--- src/rtl/shbus_pkg.sv ---
package shbus_pkg;
    typedef enum logic [1:0] {
        ST_IDLE  = 2'd0,
        ST_BUSY  = 2'd1,
        ST_YIELD = 2'd2
    } arb_state_e;
endpackage

--- src/rtl/shbus_pick.sv ---
// Round search over the request vector starting at a given index.
module shbus_pick #(
    parameter int N_NODES = 6,
    localparam int ID_W = (N_NODES > 1) ? $clog2(N_NODES) : 1
) (
    input  logic [N_NODES-1:0] req,
    input  logic [ID_W-1:0]    start,
    output logic               valid,
    output logic [ID_W-1:0]    idx
);
    always_comb begin
        valid = 1'b0;
        idx   = '0;
        for (int k = 0; k < N_NODES; k++) begin
            if (!valid && req[(int'(start) + k) % N_NODES]) begin
                valid = 1'b1;
                idx   = ID_W'((int'(start) + k) % N_NODES);
            end
        end
    end

    // a chosen index always carries a live request
    always_comb begin
        if (valid) begin
            a_r3_pick_live: assert (req[idx]);
        end
    end
endmodule

--- src/rtl/shbus_tmo.sv ---
// Ownership time-out counter: reload on acquisition, count down, saturate.
module shbus_tmo #(
    parameter int TMO_W = 8
) (
    input  logic             clk,
    input  logic             rst_n,
    input  logic             load,
    input  logic [TMO_W-1:0] limit,
    output logic             expired
);
    logic [TMO_W-1:0] cnt;

    always_ff @(posedge clk) begin
        if (!rst_n)          cnt <= '0;
        else if (load)       cnt <= limit;
        else if (cnt != '0)  cnt <= cnt - 1'b1;
    end

    assign expired = (cnt == '0);

    a_r7_reload: assert property (@(posedge clk) disable iff (!rst_n)
        load |=> (cnt == $past(limit)));
    a_r7_saturate: assert property (@(posedge clk) disable iff (!rst_n)
        (!load && cnt == '0) |=> (cnt == '0));
endmodule

--- src/rtl/shbus_arb_node.sv ---
module shbus_arb_node
    import shbus_pkg::*;
#(
    parameter int N_NODES = 6,
    parameter int TMO_W   = 8,
    localparam int ID_W   = (N_NODES > 1) ? $clog2(N_NODES) : 1
) (
    input  logic               clk,
    input  logic               rst_n,
    input  logic [ID_W-1:0]    node_id,
    input  logic               rotate_mode,
    input  logic [TMO_W-1:0]   tmo_limit,
    input  logic               local_req,
    input  logic               local_lock,
    input  logic [N_NODES-1:0] req_lines,
    input  logic               bus_lock,
    output logic               req_out,
    output logic               lock_out,
    output logic               grant,
    output logic               bus_busy,
    output logic [ID_W-1:0]    owner_id
);
    arb_state_e         state, nxt;
    logic [N_NODES-1:0] req_q;
    logic               lock_q;
    logic [ID_W-1:0]    owner, last;
    logic [ID_W-1:0]    start;
    logic [N_NODES-1:0] excl, cand;
    logic               pick_valid;
    logic [ID_W-1:0]    pick_idx;
    logic               acquire, tmo_expired;

    // Shared view of the wires, captured on the common edge in every node
    always_ff @(posedge clk) begin
        if (!rst_n) begin
            req_q  <= '0;
            lock_q <= 1'b0;
        end else begin
            req_q  <= req_lines;
            lock_q <= bus_lock;
        end
    end

    assign start = rotate_mode ? ((last == ID_W'(N_NODES - 1)) ? '0 : last + 1'b1) : '0;
    assign excl  = (state == ST_YIELD) ? (N_NODES'(1) << owner) : '0;
    assign cand  = req_q & ~excl;

    shbus_pick #(.N_NODES(N_NODES)) u_pick (
        .req   (cand),
        .start (start),
        .valid (pick_valid),
        .idx   (pick_idx)
    );

    shbus_tmo #(.TMO_W(TMO_W)) u_tmo (
        .clk     (clk),
        .rst_n   (rst_n),
        .load    (acquire),
        .limit   (tmo_limit),
        .expired (tmo_expired)
    );

    // Next-state decision
    always_comb begin
        nxt = state;
        unique case (state)
            ST_IDLE:  if (pick_valid) nxt = ST_BUSY;
            ST_BUSY: begin
                if (!req_q[owner])                nxt = ST_IDLE;
                else if (tmo_expired && !lock_q)  nxt = ST_YIELD;
            end
            ST_YIELD: nxt = pick_valid ? ST_BUSY : ST_IDLE;
            default:  nxt = ST_IDLE;
        endcase
    end

    assign acquire = (nxt == ST_BUSY) && (state != ST_BUSY);

    // State register
    always_ff @(posedge clk) begin
        if (!rst_n) begin
            state <= ST_IDLE;
            owner <= '0;
            last  <= ID_W'(N_NODES - 1);
        end else begin
            state <= nxt;
            if (acquire)                           owner <= pick_idx;
            if (state == ST_BUSY && nxt != ST_BUSY) last  <= owner;
        end
    end

    // Outputs
    always_comb begin
        bus_busy = (state == ST_BUSY);
        grant    = bus_busy && (owner == node_id);
        req_out  = local_req && !((state == ST_YIELD) && (owner == node_id));
        lock_out = grant && local_lock;
        owner_id = owner;
    end

    a_r5_keep_owner: assert property (@(posedge clk) disable iff (!rst_n)
        (state == ST_BUSY && req_q[owner] && !tmo_expired) |=> (state == ST_BUSY && $stable(owner)));
    a_r6_release_idle: assert property (@(posedge clk) disable iff (!rst_n)
        (state == ST_BUSY && !req_q[owner]) |=> (state == ST_IDLE));
    a_r8_yield_single: assert property (@(posedge clk) disable iff (!rst_n)
        (state == ST_YIELD) |=> (state != ST_YIELD));
    a_r8_no_self_regrant: assert property (@(posedge clk) disable iff (!rst_n)
        (state == ST_YIELD && pick_valid) |=> (owner != $past(owner)));
    a_r9_lock_holds: assert property (@(posedge clk) disable iff (!rst_n)
        (state == ST_BUSY && lock_q && req_q[owner]) |=> (state == ST_BUSY));
endmodule

--- config.mk ---
export PLATFORM = sky130hd
export DESIGN_NAME = shbus_arb_node
export DESIGN_NICKNAME = d
export VERILOG_FILES = /design/src/rtl/shbus_pkg.sv /design/src/rtl/shbus_pick.sv /design/src/rtl/shbus_tmo.sv /design/src/rtl/shbus_arb_node.sv
export SDC_FILE = /design/constraint.sdc
export NUM_CORES = 1
export LEC_CHECK = 0
export ABC_AREA = 1
export BUFFER_PORTS_ARGS = -buffer_cell sky130_fd_sc_hd__buf_2
export CAP_MARGIN = 20
export CORE_MARGIN = 2
export CORE_UTILIZATION = 59
export CTS_CLUSTER_DIAMETER = 80
export DETAILED_ROUTE_END_ITERATION = 12
export PLACE_DENSITY = 0.9
export SLEW_MARGIN = 40
export SYNTH_ARGS = -nofsm -noshare
export SYNTH_HDL_FRONTEND = slang
export SYNTH_SLANG_ARGS = --single-unit
--- constraint.sdc ---
create_clock -name clk -period 4.6 [get_ports clk]
set_clock_uncertainty 0.15 [all_clocks]
set_input_delay 0.23 -clock clk [delete_from_list [all_inputs] [get_ports clk]]
set_output_delay 0.23 -clock clk [all_outputs]
set_load 0.03 [all_outputs]
; ---- After elaboration in Yosys (flattened, before gate mapping)
; Cells that the tools add are included.
[totals]
in_bits = 23
wordCells = 101
out_inout_bits = 7
ff_bits = 23
[classes]
n_reduce_logical = 23
eq_ne = 7
bitwise_logic = 2
div_mod_pow = 6
n_lt_le_gt_ge = 7
addsub = 7
shifts = 1
muxes = 42
[ops]
columns = cell, count
row1 = "less-than comparator 32 x 5 -> 1 bit, second input constant", 6
row2 = "modulo 32 x 4 -> 32 bit, second input constant", 5
row3 = "modulo 4 x 4 -> 32 bit, second input constant", 1
row4 = 2-to-1 mux 3 bit, 8
row5 = binary-select mux 1 bit (select 3 bit), 7
row6 = 2-to-1 mux 1 bit, 20
row7 = 2-to-1 mux 8 bit, 2
row8 = logical AND 1 bit, 12
row9 = "adder 3 x 2 -> 4 bit, second input constant", 2
row10 = "adder 3 x 3 -> 4 bit, second input constant", 2
row11 = logical NOT 8 bit, 1
row12 = nonzero test 8 bit, 1
row13 = "subtractor 8 x 1 -> 8 bit, second input constant", 1
row14 = logical NOT 1 bit, 7
row15 = bitwise AND 6 bit, 1
row16 = 2-to-1 mux 2 bit, 3
row17 = 2-to-1 mux 6 bit, 1
row18 = NOT 6 bit, 1
row19 = one-hot mux 2 bit (3 select lines), 1
row20 = "<< shifter 1 x 3 -> 6 bit, first input constant", 1
row21 = "adder 3 x 1 -> 4 bit, second input constant", 1
row22 = "equality test 2 x 1 -> 1 bit, second input constant", 2
row23 = "less-than comparator 3 x 4 -> 1 bit, second input constant", 1
row24 = "inequality test 2 x 1 -> 1 bit, second input constant", 2
row25 = 6 further kinds, 6

; ---- Longest topological paths before layout
[logic_depth]
depth_word = 28
depth_mapped = 28
ltp_nobuf = 28

; ---- Cells and area by module
; A second synthesis with hierarchy kept.
[hier_totals]
cells_unflattened = 377
area_unflattened_um2 = 2322.2
[by_module_without_submodules]
columns = mod, seq_area_each_um2, cells_each, instances, area_per_inst_um2
row1 = shbus_pick, 0.0, 191, 1, 1037.2
row2 = shbus_arb_node, 300.3, 116, 1, 807.0
row3 = shbus_tmo, 160.2, 70, 1, 478.0

; ---- Worst setup path after synthesis
; Ideal clock, no wire load.
[synth_timing]
path_kind = register to register
from = register last[0]
to = register owner[0] (netlist: owner_id[0])
path_slack_ns = 1.336
t_required_ns = 4.321
n_path_buf = 1
path_stages_with_launch = 24
arrival_time_ns = 2.986
path_cell_list = dfxtp_1 -> a21oi_4 -> nand3_2 -> inv_2 -> ha_1 -> nand3_2 -> nand2_4 -> inv_1 -> ha_1 -> nor2_1 -> nand3_2 -> nand2_2 -> nand2_2 -> nand2_1 -> nand2_2 -> nand3_1 -> nand3_2 -> nor2_4 -> nand4_4 -> nand2_4 -> buf_6 -> nand2_1 -> nand2_1 -> nor2_1
[synth_via]
elab_chain_cells = 27
[synth_lines]
columns = item, line
row1 = from (decl), shbus_arb_node.sv:26  ; logic [ID_W-1:0] owner, last;
row2 = from (signal assigned), shbus_arb_node.sv:84  ; last <= ID_W'(N_NODES - 1);
row3 = from (signal assigned), shbus_arb_node.sv:88  ; if (state == ST_BUSY && nxt != ST_BUSY) last <= owner;
row4 = adder 3 x 1 -> 3 bit or equality test 3 bit (tied branches), shbus_arb_node.sv:44  ; assign start = rotate_mode ? ((last == ID_W'(N_NODES - 1)) ? '0 : last + 1'b1) : '0;
row5 = 2-to-1 mux 3 bit (*) (2 in a row), shbus_arb_node.sv:44
row6 = "parallel branches: the longest is 24 deep, another holds modulo 32 x 4 -> 32 bit", -
row7 = to (signal assigned), shbus_arb_node.sv:87  ; if (acquire) owner <= pick_idx;
row8 = to (decl), shbus_arb_node.sv:26
; Every way passes the cells marked *. The select of a mux whose other input is x is not followed.
; A chain may end at the register's enable or synchronous reset.

; ---- Worst setup path in the final report
[layout_timing]
from = register last[0]
to = register state[0]
[layout_via]
elab_chain_cells = 25
[layout_lines]
columns = item, line
row1 = adder 3 x 1 -> 3 bit or equality test 3 bit (tied branches), shbus_arb_node.sv:44
row2 = 2-to-1 mux 3 bit (*) (2 in a row), shbus_arb_node.sv:44
row3 = "parallel branches: the longest is 19 deep, another holds modulo 32 x 4 -> 32 bit", -
row4 = 2-to-1 mux 1 bit (*), shbus_pick.sv:15  ; if (!valid && req[(int'(start) + k) % N_NODES]) begin
row5 = 2-to-1 mux 1 bit or 2-to-1 mux 2 bit (tied branches), "shbus_arb_node.sv:72, shbus_arb_node.sv:67"
row6 = one-hot mux 2 bit (3 select lines) (*), shbus_arb_node.sv:66  ; unique case (state)
row7 = to (signal assigned), shbus_arb_node.sv:86  ; state <= nxt;
row8 = to (decl), shbus_arb_node.sv:23  ; arb_state_e state, nxt;
; Marked as above.

==> metrics.txt <==
beginning of the critical path last[0]; detailed-route via count 2,447; number of cells traversed by the worst hold path 3; leakage 0.00140 uW; ratio of cells with drive above 1 in the final layout 17.5%; start-to-end type of the worst setup path reg2reg; number of synthesized flops with an enable pin 0; Die Outline Area 4440 um2; nets@finish 445; number of nets produced by synthesis 413; area of all placed cells without fillers 2570 um2; Placer Congestion 0.952; cell with the largest stage delay on the worst path sky130_fd_sc_hd__dfxtp_1; ant diodes 0; antenna violations before repair 0; GRT Util Overall 26.0%; highest routing layer actually used met4; register bit total from synthesis 23; run status completed; Warnings, synthesis 0; critical path launch point type flop; slowest cell delay on critical path 0.36 ns; cell family with most CP delay simple AND/OR/NAND/NOR gates; peak supply drop 375 uV; P per Cell Area 794 nW/um2; standard cell area after detailed placement 2490 um2; met2 routed WL 2630 um; cell chain of the critical path a21oi_4 -> nand3_2 -> inv_2 -> ha_1 -> nand3_2 -> nand2_4 -> inv_1 -> ha_1 -> nor2_1 -> nand3_2 -> nand2_2 -> nand2_2 -> nand2_1 -> nand2_2 -> nand3_1 -> nand3_2 -> nor2_4 -> nand4_4 -> nand2_4 -> inv_1 -> nor2_1 -> nor2_1; reg2reg setup slack 0.88 ns; Slew Limit Headroom 61.2%; sequential element share of the synthesized area 19.9%; # Max-Cap Violations 0; wire length per cell 11.9 um; Num CTS Buffers 3; arrival time worst endpoint 3.71 ns; Die Span X 66.7 um; largest net degree at the start of global routing 20; unrepaired setup endpoints after global routing no; most used flip-flop cell after synthesis sky130_fd_sc_hd__dfxtp_1; Fmax 268 MHz; cell repeated most along the worst path sky130_fd_sc_hd__nand3_2; number of nets with antenna violations after detailed routing 0; syn avg cell area 6.18 um2; TritonCTS clock tree yes; CTS H-tree lvls 1; source-to-sink clock delay at the later pin of the worst-skew pair 0.27 ns; final wirelength 5420 um; TritonCTS Sinks 23; half-perimeter wire length after detailed placement 4240 um; worst hold path startpoint req_lines[3]; buffers and inverters on the worst path 3; worst reg2reg path endpoint state[0]; post-synth cell types 40; global-route wire length before repair 9060 um; number of endpoints with negative hold slack in the final report 0; via count of the first global-routing pass 2,211; async set-reset flop share out of synthesis 0%; number of slew-limit violations in the final report 0; Final Setup Violations 0; PortBufs 29; buffers from clock root to sink, at most 2; starting DRC count in detailed routing 159; data required time at the worst endpoint 4.59 ns; Die Height 66.7 um; crit path capture type flop; Root Buffer Master sky130_fd_sc_hd__clkbuf_8; wire length on met3 220 um; ratio of final minimum period to clock period 81.0%; end of the worst hold path req_q[3]; TritonRoute pass-1 iters 5; crit path max fanout 19; number of buffers inserted to repair setup after CTS 0; Area Growth Syn to Fin 10.7%; cell area after technology mapping 2320 um2; Final Critical Period 3.72 ns; type of the worst min-delay path in2reg; total power of the final layout 2040 uW; reg2reg start last[0]; count of standard-cell rows 22; Initial Util 62.4%; GR Overflow Total 0; sum of negative setup slack 0 ns; transition at the pin with the smallest max-transition slack 0.575 ns; cells on worst reg2reg path 22; Std-Cell Core Area 3720 um2; count of pins on the block boundary 30; Post-Synthesis Cells 375; met1 wire length 2500 um; Clk pin slew, worst setup/hold paths 0.08 ns; number of design rule violations left after detail routing 0; average vias per placed instance 5.39
worst max-delay path by stage:
stage / endpoint / slack, ns / cells after the start
after detailed placement: state[0] / 0.92 / 24
final: state[0] / 0.88 / 22
after global placement: state[0] / 1.11 / 24
after global routing: state[0] / 0.53 / 22
after floorplan: owner_id[0] / 1.34 / 23
after CTS: state[0] / 0.92 / 22
per-stage QoR:
step                      setup WS (ns)  utilization, %  cells  hold WS (ns)
final                             0.876            69.1    454       0.00217
after global routing              0.534            69.1    454        0.0169
after CTS                         0.917            69.1    454      0.000484
after detailed placement          0.916            67.0    447         0.267
after global placement             1.11            67.0    447         0.257
after floorplan                    1.34               -    375         0.173
cells by family (layout without fill, tap and decap cells):
logic type | count (synthesis) | in the layout | share of synthesized area [%]
DFF | 23 | 23 | 19.9
adders and majority gates | 15 | 15 | 8.10
muxes | 1 | 1 | 0.432
xor gates and xnor gates | 10 | 10 | 4.10
buffers and inverters | 66 | 97 | 11.2
and+or+nand+nor | 216 | 216 | 45.1
AOI/OAI and AO/OA | 44 | 44 | 11.2
cell usage after synthesis, types with 2 or more instances:
master	count	area share, %
sky130_fd_sc_hd__nand2_1	101	16
sky130_fd_sc_hd__inv_1	55	8.9
sky130_fd_sc_hd__nand3_1	36	7.8
sky130_fd_sc_hd__nor2_1	36	5.8
sky130_fd_sc_hd__dfxtp_1	23	20
sky130_fd_sc_hd__o21ai_0	20	4.3
sky130_fd_sc_hd__ha_1	15	8.1
sky130_fd_sc_hd__a21oi_1	10	2.2
sky130_fd_sc_hd__nand2_2	10	2.7
sky130_fd_sc_hd__nand3_2	8	3.5
sky130_fd_sc_hd__inv_2	6	0.97
sky130_fd_sc_hd__nand4_1	6	1.6
sky130_fd_sc_hd__xnor2_1	6	2.3
sky130_fd_sc_hd__nand2_4	4	1.9
sky130_fd_sc_hd__nor3_1	3	0.65
sky130_fd_sc_hd__xor2_1	3	1.1
sky130_fd_sc_hd__a31oi_1	2	0.54
sky130_fd_sc_hd__clkbuf_1	2	0.32
sky130_fd_sc_hd__nand3b_1	2	0.65
sky130_fd_sc_hd__nor2_4	2	0.97
sky130_fd_sc_hd__o211ai_1	2	0.65
sky130_fd_sc_hd__o21ai_1	2	0.43
sky130_fd_sc_hd__o21ai_2	2	0.76
sky130_fd_sc_hd__o22ai_1	2	0.54
sky130_fd_sc_hd__or2_2	2	0.54
power by group:
group | leakage [uW] | internal [uW] | switching (uW)
Clock | 0.0000228 | 61.8 | 61.2
Combinational | 0.00118 | 537 | 1060
Sequential | 0.000191 | 261 | 59.5
Total | 0.00140 | 860 | 1180
registers in the layout (all words and copies together) (netlist names):
register,flops
last,3
req_q,6
state,2
lock_q,1
u_tmo.cnt,8
owner_id,3
worst min-delay path, cell delays in order:
cell                      delay, ns
sky130_fd_sc_hd__buf_2         0.08
sky130_fd_sc_hd__nand2_1       0.04
sky130_fd_sc_hd__inv_1         0.04
routing by layer:
| layer | global-route usage (%) | up-vias |
|---|---|---|
| met1 | 32.8 | 1101 |
| met2 | 46.6 | 78 |
| met5 | 0 | - |
| li1 | - | 1260 |
| met4 | 7.65 | 0 |
| met3 | 2.36 | 8 |
cell usage in the layout, fill, tap and decap left out, types with 2 or more instances in the layout:
| cell | instances |
|---|---|
| sky130_fd_sc_hd__nand2_2 | 10 |
| sky130_fd_sc_hd__a21oi_1 | 10 |
| sky130_fd_sc_hd__nand2_1 | 101 |
| sky130_fd_sc_hd__dlygate4sd3_1 | 3 |
| sky130_fd_sc_hd__o21ai_2 | 2 |
| sky130_fd_sc_hd__or2_2 | 2 |
| sky130_fd_sc_hd__o21ai_1 | 2 |
| sky130_fd_sc_hd__a31oi_1 | 2 |
| sky130_fd_sc_hd__xor2_1 | 3 |
| sky130_fd_sc_hd__inv_1 | 55 |
| sky130_fd_sc_hd__nor2_1 | 36 |
| sky130_fd_sc_hd__nand3b_1 | 2 |
| sky130_fd_sc_hd__dfxtp_1 | 23 |
| sky130_fd_sc_hd__xnor2_1 | 6 |
| sky130_fd_sc_hd__inv_2 | 6 |
| sky130_fd_sc_hd__buf_2 | 29 |
| sky130_fd_sc_hd__nor2_4 | 2 |
| sky130_fd_sc_hd__nand3_1 | 36 |
| sky130_fd_sc_hd__o21ai_0 | 20 |
| sky130_fd_sc_hd__nand3_2 | 8 |
| sky130_fd_sc_hd__o211ai_1 | 2 |
| sky130_fd_sc_hd__nor3_1 | 3 |
| sky130_fd_sc_hd__o22ai_1 | 2 |
| sky130_fd_sc_hd__nand2_4 | 4 |
| sky130_fd_sc_hd__ha_1 | 15 |
| sky130_fd_sc_hd__nand4_1 | 6 |
| sky130_fd_sc_hd__clkbuf_8 | 3 |
timing repair:
| action | 4_1_cts | 5_1_grt |
|---|---|---|
| resized for setup | 0 | 0 |
| hold endpoints to repair | 3 | 0 |
| hold buffers | 3 | 0 |
layout make-up:
| cell class | instances | area [um2] |
|---|---|---|
| Sequential cell | 23 | 460 |
| Tap cell | 48 | 60.1 |
| Timing Repair Buffer | 32 | 175 |
| Inverter | 61 | 229 |
| Clock buffer | 4 | 45.0 |
| Multi-Input combinational cell | 286 | 1600 |
| Fill cell | 311 | 1150 |
Power figures use the tool's default switching activity.
